--- src/rtl/lane_xlate_pkg.sv ---
package lane_xlate_pkg;

    localparam int DEF_LANES  = 4;
    localparam int DEF_LANE_W = 8;

    typedef enum logic [0:0] {
        RX_IDLE = 1'b0,
        RX_FILL = 1'b1
    } rx_phase_t;

    function automatic int word_bits(input int lanes, input int lane_w);
        return lanes * lane_w;
    endfunction

    function automatic int count_bits(input int lanes, input int lane_w);
        return $clog2(lanes * lane_w + 1);
    endfunction

endpackage

--- src/rtl/lane_tx_serializer.sv ---
module lane_tx_serializer
    import lane_xlate_pkg::*;
#(
    parameter int LANES  = DEF_LANES,
    parameter int LANE_W = DEF_LANE_W
) (
    input  logic                               clk,
    input  logic                               rst,
    input  logic                               load_req,
    input  logic [word_bits(LANES,LANE_W)-1:0] par_in,
    output logic                               bit_out,
    output logic                               busy
);
    localparam int W     = word_bits(LANES, LANE_W);
    localparam int CNT_W = count_bits(LANES, LANE_W);

    logic [CNT_W-1:0] cnt;
    logic             take;
    logic             shifting;

    // accept when idle or while the last bit is on the line
    assign take     = load_req && (cnt <= CNT_W'(1));
    assign shifting = (cnt != '0);

    always_ff @(posedge clk) begin
        if (rst)          cnt <= '0;
        else if (take)    cnt <= CNT_W'(W);
        else if (shifting) cnt <= cnt - CNT_W'(1);
    end

    // one byte register per lane, chained so the word shifts as a whole
    for (genvar g = 0; g < LANES; g++) begin : g_lane
        logic [LANE_W-1:0] q;
        logic              carry;
        if (g == 0) begin : g_first
            assign carry = 1'b0;
        end else begin : g_next
            assign carry = g_lane[g-1].q[LANE_W-1];
        end
        always_ff @(posedge clk) begin
            if (rst)           q <= '0;
            else if (take)     q <= par_in[g*LANE_W +: LANE_W];
            else if (shifting) q <= {q[LANE_W-2:0], carry};
        end
    end

    assign busy    = shifting;
    assign bit_out = shifting & g_lane[LANES-1].q[LANE_W-1];

    // an accepted strobe makes the shifter busy on the next cycle
    a_r2_start_busy: assert property (@(posedge clk) disable iff (rst)
        (!$past(rst) && $past(load_req) && ($past(cnt) <= CNT_W'(1))) |-> busy);

    // with more than one bit left, the count only steps down
    a_r4_count_down: assert property (@(posedge clk) disable iff (rst)
        (cnt > CNT_W'(1)) |=> (cnt == $past(cnt) - CNT_W'(1)));

    // the count never exceeds one word
    a_r2_count_range: assert property (@(posedge clk) disable iff (rst)
        cnt <= CNT_W'(W));

endmodule

--- src/rtl/lane_rx_deserializer.sv ---
module lane_rx_deserializer
    import lane_xlate_pkg::*;
#(
    parameter int LANES  = DEF_LANES,
    parameter int LANE_W = DEF_LANE_W
) (
    input  logic                               clk,
    input  logic                               rst,
    input  logic                               frame_start,
    input  logic                               bit_in,
    output logic [word_bits(LANES,LANE_W)-1:0] par_out,
    output logic                               word_done
);
    localparam int W     = word_bits(LANES, LANE_W);
    localparam int CNT_W = count_bits(LANES, LANE_W);
    localparam int SH_W  = W - 1;

    rx_phase_t        phase;
    logic [CNT_W-1:0] cnt;
    logic [SH_W-1:0]  sh;
    logic [W-1:0]     full_word;
    logic             commit;

    assign full_word = {sh, bit_in};
    assign commit    = (phase == RX_FILL) && !frame_start && (cnt == CNT_W'(W-1));

    always_ff @(posedge clk) begin
        if (rst) begin
            phase     <= RX_IDLE;
            cnt       <= '0;
            sh        <= '0;
            word_done <= 1'b0;
        end else begin
            word_done <= 1'b0;
            if (frame_start) begin
                sh    <= SH_W'(bit_in);
                cnt   <= CNT_W'(1);
                phase <= RX_FILL;
            end else if (phase == RX_FILL) begin
                if (commit) begin
                    word_done <= 1'b1;
                    phase     <= RX_IDLE;
                    cnt       <= '0;
                end else begin
                    sh  <= {sh[SH_W-2:0], bit_in};
                    cnt <= cnt + CNT_W'(1);
                end
            end
        end
    end

    // output byte per lane, all loaded on the same completing edge
    for (genvar g = 0; g < LANES; g++) begin : g_out
        logic [LANE_W-1:0] q;
        always_ff @(posedge clk) begin
            if (rst)         q <= '0;
            else if (commit) q <= full_word[g*LANE_W +: LANE_W];
        end
        assign par_out[g*LANE_W +: LANE_W] = q;
    end

    // completion pulse lasts one cycle
    a_r8_valid_pulse: assert property (@(posedge clk) disable iff (rst)
        word_done |=> !word_done);

    // device bytes hold between completions
    a_r8_hold_between: assert property (@(posedge clk) disable iff (rst)
        (!$past(rst) && !word_done) |-> $stable(par_out));

    // a completion follows a filling phase
    a_r7_done_from_fill: assert property (@(posedge clk) disable iff (rst)
        word_done |-> ($past(phase) == RX_FILL));

    // an idle receiver keeps no partial count
    a_r9_idle_count: assert property (@(posedge clk) disable iff (rst)
        (phase == RX_IDLE) |-> (cnt == '0));

endmodule

--- src/rtl/lane_xlate.sv ---
module lane_xlate
    import lane_xlate_pkg::*;
#(
    parameter int LANES  = DEF_LANES,
    parameter int LANE_W = DEF_LANE_W
) (
    input  logic                     clk,
    input  logic                     rst,
    input  logic                     word_stb,
    input  logic [LANES*LANE_W-1:0]  dev_q,
    output logic                     ser_out,
    output logic                     rd_busy,
    input  logic                     ser_in,
    output logic [LANES*LANE_W-1:0]  dev_d,
    output logic                     wr_valid
);

    lane_tx_serializer #(.LANES(LANES), .LANE_W(LANE_W)) u_tx (
        .clk      (clk),
        .rst      (rst),
        .load_req (word_stb),
        .par_in   (dev_q),
        .bit_out  (ser_out),
        .busy     (rd_busy)
    );

    lane_rx_deserializer #(.LANES(LANES), .LANE_W(LANE_W)) u_rx (
        .clk         (clk),
        .rst         (rst),
        .frame_start (word_stb),
        .bit_in      (ser_in),
        .par_out     (dev_d),
        .word_done   (wr_valid)
    );

    // line is quiet whenever no read word is in flight
    a_r6_quiet_idle: assert property (@(posedge clk) disable iff (rst)
        !rd_busy |-> !ser_out);

    // device bytes never change without a completion pulse
    a_r8_no_silent_change: assert property (@(posedge clk) disable iff (rst)
        (!$past(rst) && !$stable(dev_d)) |-> wr_valid);

endmodule

--- config.mk ---
export PLATFORM = sky130hd
export DESIGN_NAME = lane_xlate
export DESIGN_NICKNAME = d
export VERILOG_FILES = /design/src/rtl/lane_xlate_pkg.sv /design/src/rtl/lane_tx_serializer.sv /design/src/rtl/lane_rx_deserializer.sv /design/src/rtl/lane_xlate.sv
export SDC_FILE = /design/constraint.sdc
export NUM_CORES = 1
export LEC_CHECK = 0
export BUFFER_PORTS_ARGS = -buffer_cell sky130_fd_sc_hd__clkbuf_2
export CAP_MARGIN = 20
export CORE_AREA = 8 8 120 122
export CTS_CLUSTER_DIAMETER = 150
export DETAILED_ROUTE_END_ITERATION = 8
export DIE_AREA = 0 0 128 130
export PLACE_DENSITY_LB_ADDON = 0.15
export SLEW_MARGIN = 20
export SYNTH_ARGS = -nofsm -noshare
export SYNTH_HDL_FRONTEND = slang
export SYNTH_SLANG_ARGS = --single-unit
--- constraint.sdc ---
create_clock -name clk -period 2 [get_ports clk]
set_input_delay 0.1 -clock clk [delete_from_list [all_inputs] [get_ports clk]]
set_output_delay 0.1 -clock clk [all_outputs]
set_load 0.01 [all_outputs]
==> results of run 1 <==
-- cells in the mapped netlist (2+ instances only) --
cell	number
ha_1	4
xnor2_1	2
and2_1	32
buf_6	6
dfxtp_1	109
nand2_1	37
nor3_1	6
clkbuf_1	22
xor2_1	2
a21oi_1	5
or3_1	4
buf_2	4
nand2b_1	65
inv_1	36
nand4_1	2
mux2i_1	95
buf_4	4
nor2b_1	2
nor2_1	6
o32ai_1	33
o21a_1	3
o21ai_0	2
-- flip-flops by register name, indices dropped and copies added, names as in the netlist --
register	cells
u_rx.sh	31
u_tx.cnt	6
u_rx.word_done	1
u_rx.g_out.q	32
u_rx.phase	1
u_tx.g_lane.q	32
u_rx.cnt	6
-- final timing paths --
kind         cells past startpoint                                to                startpoint  slack, ns
min                              3  u_tx.g_lane[0].q[0]$_SDFFE_PP0P_                  dev_q[0]       0.02
max reg2reg                      6  u_tx.g_lane[1].q[0]$_SDFFE_PP0P_  u_tx.cnt[0]$_SDFFE_PP0P_       0.13
min reg2reg                      2          u_rx.sh[30]$_SDFFE_PP0P_  u_rx.sh[30]$_SDFFE_PP0P_       0.46
max                              6  u_tx.g_lane[1].q[0]$_SDFFE_PP0P_  u_tx.cnt[0]$_SDFFE_PP0P_       0.13
-- power by group through the flow --
stage / logic, mW / registers (mW) / clock network [mW]
global placement: 1.63 / 2.60 / 0
floorplan: 1.34 / 2.57 / 0
finish: 1.65 / 2.56 / 1.72
detailed placement: 1.66 / 2.61 / 0
CTS: 1.66 / 2.56 / 1.79
global route: 1.83 / 2.59 / 1.87
-- per-layer routing --
metal	vias to the layer above	share of wire	global-route usage
met2	51	0.48	0.213
met3	10	0.038	0.0351
met5	-	0	0
met4	0	0.013	0.0392
met1	1655	0.47	0.147
li1	1807	-	-
-- what timing repair did --
action                     CTS  global route
resized for setup            0             2
buffers inserted             0             0
setup endpoints to repair    0             1
-- cell type report --
class	instances	area, µm²	share of cell area
sequential	109	2180	0.382
timing repair buffer	83	493	0.0864
multi-input combinational	317	2390	0.419
clock inverter	6	58.8	0.0103
tap	172	215	0.0377
clock buffer	10	229	0.0401
inverter	36	135	0.0237
-- worst max-delay path, delay by kind of cell (launching register included) --
| family | cells | cell delay (ns) |
|---|---|---|
| buffers and inverters | 2 | 0.32 |
| AOI/OAI and AO/OA | 3 | 0.74 |
| adders and majority gates | 1 | 0.29 |
| DFF | 1 | 0.41 |
-- cells by family (layout without fill, tap and decap cells) --
group,after synthesis,after routing,synth area share
AND/OR/NAND/NOR,162,162,0.187
flip-flops,109,109,0.447
multiplexers,95,95,0.195
buffers and inverters,72,135,0.0686
AO/OA/AOI/OAI,52,52,0.0853
adder cells (fa/ha/maj),4,4,0.0102
XOR/XNOR,4,4,0.00717
-- cells in the final DEF, fill, tap and decap left out, types with 2 or more instances in the layout --
master	instances
clkbuf_16	9
buf_12	3
or3_1	4
xnor2_1	2
nor2b_1	2
ha_1	4
nor2_1	5
and2_1	32
inv_1	36
o32ai_1	33
nor3_1	6
dfxtp_1	109
clkinv_4	2
mux2i_1	95
xor2_1	2
nand2_1	37
a21oi_1	5
o21a_1	3
buf_4	9
o21ai_0	2
nand4_1	2
nand2b_1	65
clkbuf_2	70
==> flow_metrics.env, run 1 <==
export IMPL_finalSetupViolations=0
export IMPL_crit_required_ns=2.24
export IMPL_yosys_warnings=0
export IMPL_portBuffers=70
export IMPL_p_switching_mw=1.93
export IMPL_synth_cell_types=39
export IMPL_max_cap_violations=0
export IMPL_tritoncts="built"
export IMPL_hold_path_class="in -> reg"
export IMPL_grt_pass1_wl_um=16900
export IMPL_synth_nets=538
export IMPL_firstDrtPassIters=4
export IMPL_clock_tree_buffer_depth=2
export IMPL_drt_iter0_markers=137
export IMPL_routed_wirelength_um=10000
export IMPL_die_y_um=130
export IMPL_syn_to_final_growth_pct=16.8
export IMPL_rows=41
export IMPL_power_mw=5.94
export IMPL_initial_core_util=0.394
export IMPL_clkSinkCount=109
export IMPL_power_frac_seq=0.431
export IMPL_overflow=0
export IMPL_p_sw_frac=0.325
export IMPL_yosys_top_cells_area="dfxtp_1 (45%), mux2i_1 (19%), nand2b_1 (8.3%), o32ai_1 (5.9%), and2_1 (4.1%)"
export IMPL_die_area_um2=16600
export IMPL_drc=0
export IMPL_vdd_ir_drop_worst_v=0.000625
export IMPL_worstSetupPathType="reg -> reg"
export IMPL_synth_edff_count=0
export IMPL_syn_area_per_cell_um2=9.81
export IMPL_cp_end_kind="register"
export IMPL_ys_flop_type="dfxtp_1"
export IMPL_fillers=1240
export IMPL_max_slew_margin=0.725
export IMPL_syn_inst=498
export IMPL_num_antenna_cells=0
export IMPL_hold_viol=0
export IMPL_period_needed_ns=1.87
export IMPL_cpMostUsedCell="o21a_1"
export IMPL_synthArstFlopShare=0
export IMPL_viasPerCell=4.81
export IMPL_worst_slew_pin_slew_ns=0.411
export IMPL_fin_area_um2=5710
export IMPL_synth_largest_area_cell="dfxtp_1"
export IMPL_fin_crit_sh=0.936
export IMPL_cts_made_buffers=9
export IMPL_worst_hold_slack_ns=0.0154
export IMPL_netlist_area_um2=4890
export IMPL_nets=596
export IMPL_path_clk_slew_ns=0.07
export IMPL_fin_util=0.460
export IMPL_rsz0062_at_grt="false"
export IMPL_grt_pass1_vias=3672
export IMPL_antenna_left=0
export IMPL_core_area_um2=12400
export IMPL_setup_tns_ns=0
export IMPL_p_leak_nw=2.24
export IMPL_globalplace_congestion=0.765
export IMPL_yosysSeqAreaShare=0.447
export IMPL_clock_latency_ns=0.35
export IMPL_p_comb_frac=0.279
export IMPL_grt_max_degree=35
export IMPL_clockRootBuffer="clkbuf_16"
export IMPL_slowest_stage="dfxtp_1"
export IMPL_stdcell_count=733
export IMPL_ys_ff_latch=109
export IMPL_fin_ws_ns=0.129
export IMPL_cp_start_kind="register"
export IMPL_finClkSkew_ns=0.00909
export IMPL_die_width_um=128
export IMPL_drv_slew=0
export IMPL_grt_antenna_before_repair=0
export IMPL_ios=71
export IMPL_post_drt_wl_per_cell_um=13.7
export IMPL_postPlaceCellArea_um2=5410
export IMPL_dp_hpwl_um=6730
export IMPL_holdBufCountCts=0
export IMPL_p_int_mw=4.01
export IMPL_drive_gt1_frac=0.185
export IMPL_powerDensity_nw_per_um2=1040
export IMPL_dp_cells=717
export IMPL_cp_cell_sequence="inv_1 -> ha_1 -> o21a_1 -> o21a_1 -> buf_4 -> o32ai_1"
export IMPL_synth_top_cell_area_share=0.447
export IMPL_cp_slowest_stage_delay_ns=0.41
export IMPL_status="finished, final reports clean"
export IMPL_clkPwrFrac=0.290
export IMPL_crit_fanout=25
export IMPL_dp_slack_ns=0.140
export IMPL_grtUsageTotal=0.124
export IMPL_vias=3523
export IMPL_htreeDepth=3
export IMPL_fmax_mhz=534
export IMPL_arrival_ns=2.11
No activity file was read; power rests on OpenSTA's default activity.
==> run 2: changes to the inputs <==
CORE_AREA = 8 8 117 119   (was 8 8 120 122)
CTS_CLUSTER_DIAMETER = 30   (was 150)
DIE_AREA = 0 0 125 127   (was 0 0 128 130)
SYNTH_HIERARCHICAL = 1   (was unset)
clock period = 2.35 ns   (was 2 ns; I/O delays follow)
==> run 2 against run 1 <==
  * Die area down 4.6%
  * Via count up 13%
  * Clock power down 14%
==> flow_metrics.env, run 2 <==
export IMPL_cp_start_kind="register"
export IMPL_clock_tree_buffer_depth=2
export IMPL_powerDensity_nw_per_um2=1100
export IMPL_crit_fanout=35
export IMPL_ios=71
export IMPL_syn_area_per_cell_um2=8.98
export IMPL_ys_flop_type="dfxtp_1"
export IMPL_synth_edff_count=0
export IMPL_die_width_um=125
export IMPL_die_y_um=127
export IMPL_htreeDepth=3
export IMPL_vias=3968
export IMPL_synth_nets=553
export IMPL_syn_inst=513
export IMPL_synth_cell_types=43
export IMPL_hold_path_class="in -> reg"
export IMPL_fin_ws_ns=0.312
export IMPL_synth_mux_area_frac=0.0696
export IMPL_clockRootBuffer="clkbuf_16"
export IMPL_reg_top3="u_rx/g_out.q: 32 flops, u_tx/g_lane.q: 32 flops, u_rx/sh: 31 flops"
export IMPL_grt_pass1_vias=3994
export IMPL_viasPerCell=5.57
export IMPL_synthTopCellsByCount="dfxtp_1 (109), nand3_1 (67), o21ai_0 (62)"
export IMPL_globalplace_congestion=0.780
export IMPL_synth_most_common_cell="dfxtp_1"
export IMPL_initial_core_util=0.390
export IMPL_period_needed_ns=2.04
export IMPL_cp_cell_sequence="inv_1 -> ha_1 -> buf_4 -> nand2_1 -> and2_1 -> clkbuf_2"
export IMPL_drv_slew=0
export IMPL_min_to="u_rx/g_out[0].q[0]$_SDFFE_PP0P_"
export IMPL_hp_start="ser_in"
export IMPL_vdd_ir_drop_worst_v=0.000480
export IMPL_arrival_ns=1.92
export IMPL_fin_area_um2=5320
export IMPL_firstDrtPassIters=4
export IMPL_synthArstFlopShare=0
export IMPL_fin_util=0.451
export IMPL_rsz0062_at_grt="false"
export IMPL_cts_made_buffers=9
export IMPL_cp_depth=6
export IMPL_synthAdderAreaFrac=0.0109
export IMPL_portBuffers=70
export IMPL_grt_pass1_wl_um=19800
export IMPL_p_leak_nw=1.90
export IMPL_synth_xor_area_frac=0.00761
export IMPL_grt_antenna_before_repair=0
export IMPL_grtUsageTotal=0.147
export IMPL_ys_ff_latch=109
export IMPL_cp_slowest_stage_delay_ns=0.37
export IMPL_synth_largest_area_cell="dfxtp_1"
export IMPL_layout_commonest_cell="dfxtp_1"
export IMPL_antenna_left=0
export IMPL_synth_top_cell_area_share=0.474
export IMPL_r2r_end="u_rx/sh[24]$_SDFFE_PP0P_"
export IMPL_finClkSkew_ns=0.00955
export IMPL_routed_wirelength_um=11700
export IMPL_hold_depth=3
export IMPL_crit_family="buffers and inverters"
export IMPL_clock_latency_ns=0.35
export IMPL_path_clk_slew_ns=0.07
export IMPL_yosys_area_share_simple=0.182
export IMPL_yosysSeqAreaShare=0.474
export IMPL_hold_viol=0
export IMPL_drc=0
export IMPL_yosys_top_cells_area="dfxtp_1 (47%), nand3_1 (7.3%), mux2i_1 (7.0%), o21ai_0 (6.7%), a311oi_1 (5.5%)"
export IMPL_worstRegToRegCells=5
export IMPL_max_slew_margin=0.573
export IMPL_rows=40
export IMPL_overflow=0
export IMPL_r2r_slack_ns=0.43
export IMPL_finalSetupViolations=0
export IMPL_netlist_area_um2=4600
export IMPL_dp_slack_ns=0.213
export IMPL_setup_tns_ns=0
export IMPL_syn_to_final_growth_pct=15.6
export IMPL_dp_hpwl_um=7430
export IMPL_nets=600
export IMPL_critPathBufInv=3
export IMPL_layout_common_cells="dfxtp_1 (109), clkbuf_2 (70), nand3_1 (67), o21ai_0 (62)"
export IMPL_num_antenna_cells=0
export IMPL_postPlaceCellArea_um2=5000
export IMPL_synth_compound_area_frac=0.192
export IMPL_grt_max_degree=36
export IMPL_cts_resized=0
export IMPL_synth_top_family_by_area="compound AO/OA/AOI/OAI gates"
export IMPL_power_mw=5.84
export IMPL_fillers=1184
export IMPL_fmax_mhz=491
export IMPL_drt_iter0_markers=349
export IMPL_core_area_um2=11800
export IMPL_die_area_um2=15900
export IMPL_worstSetupPathType="reg -> out"
export IMPL_crit_required_ns=2.23
export IMPL_cp_end_kind="primary output"
export IMPL_yosys_warnings=6
export IMPL_clkSinkCount=109
export IMPL_status="finished, final reports clean"
export IMPL_drive_gt1_frac=0.202
export IMPL_r2r_start="u_rx/cnt[0]$_SDFFE_PP0P_"
export IMPL_worst_slew_pin_slew_ns=0.639
export IMPL_max_cap_violations=0
export IMPL_slowest_stage="dfxtp_1"
export IMPL_tritoncts="built"
export IMPL_fin_crit_sh=0.867
export IMPL_post_drt_wl_per_cell_um=16.5
[run 2: area by class of cell]
class                      count  area, µm²  area share
timing repair buffer          89        515      0.0969
clock inverter                 6       58.8      0.0110
clock buffer                  10        229      0.0430
inverter                       2       7.51     0.00141
multi-input combinational    349       2150       0.403
sequential                   109       2180       0.410
tap                          147        184      0.0346
[run 2: how the worst max path moves through the flow]
stage                             start                          endpoint  slack [ns]
2_1_floorplan  u_tx/cnt[0]$_SDFFE_PP0P_  u_tx/g_lane[2].q[1]$_SDFFE_PP0P_        0.62
3_3_place_gp   u_rx/cnt[0]$_SDFFE_PP0P_          u_rx/sh[25]$_SDFFE_PP0P_        0.28
3_5_place_dp   u_rx/cnt[0]$_SDFFE_PP0P_           u_rx/sh[1]$_SDFFE_PP0P_        0.21
4_1_cts        u_rx/cnt[0]$_SDFFE_PP0P_           u_rx/sh[1]$_SDFFE_PP0P_        0.19
5_1_grt        u_tx/cnt[0]$_SDFFE_PP0P_                           ser_out        0.17
6_report       u_tx/cnt[0]$_SDFFE_PP0P_                           ser_out        0.31
[run 2: logic make-up after synthesis]
| kind of cell | count (synthesis) |
|---|---|
| muxes | 32 |
| xor gates and xnor gates | 4 |
| AOI/OAI and AO/OA | 145 |
| adders and majority gates | 4 |
| buffers and inverters | 55 |
| and+or+nand+nor | 164 |
| DFF | 109 |
[run 2: what timing repair did]
item                                   CTS  global route
hold buffers                             1             0
endpoints found under the hold margin    1             0
setup buffers                            0             0
[run 2: worst min-delay path, cell delays in order]
cell      delay (ns)
clkbuf_2        0.09
nand3_1         0.06
a21oi_1         0.05
[run 2: metrics by stage]
stage / instances / hold slack [ns]
2_1_floorplan: 513 / 0.262
3_3_place_gp: 694 / 0.363
3_5_place_dp: 694 / 0.371
4_1_cts: 711 / 0.0145
5_1_grt: 712 / 0.0387
6_report: 712 / 0.0277
[run 2: layer usage]
| layer | GRT usage | up-vias | share of wire |
|---|---|---|---|
| met1 | 0.194 | 1916 | 0.49 |
| met4 | 0.0372 | 0 | 0.0091 |
| met3 | 0.0424 | 10 | 0.046 |
| met2 | 0.231 | 71 | 0.45 |
| met5 | 0 | - | 0 |
| li1 | - | 1971 | - |
[run 2: where the power goes]
group	switching, mW	total (mW)	internal, mW
Sequential	0.200	2.35	2.15
Combinational	1.35	2.02	0.666
Clock	0.734	1.48	0.741
Total	2.29	5.84	3.56
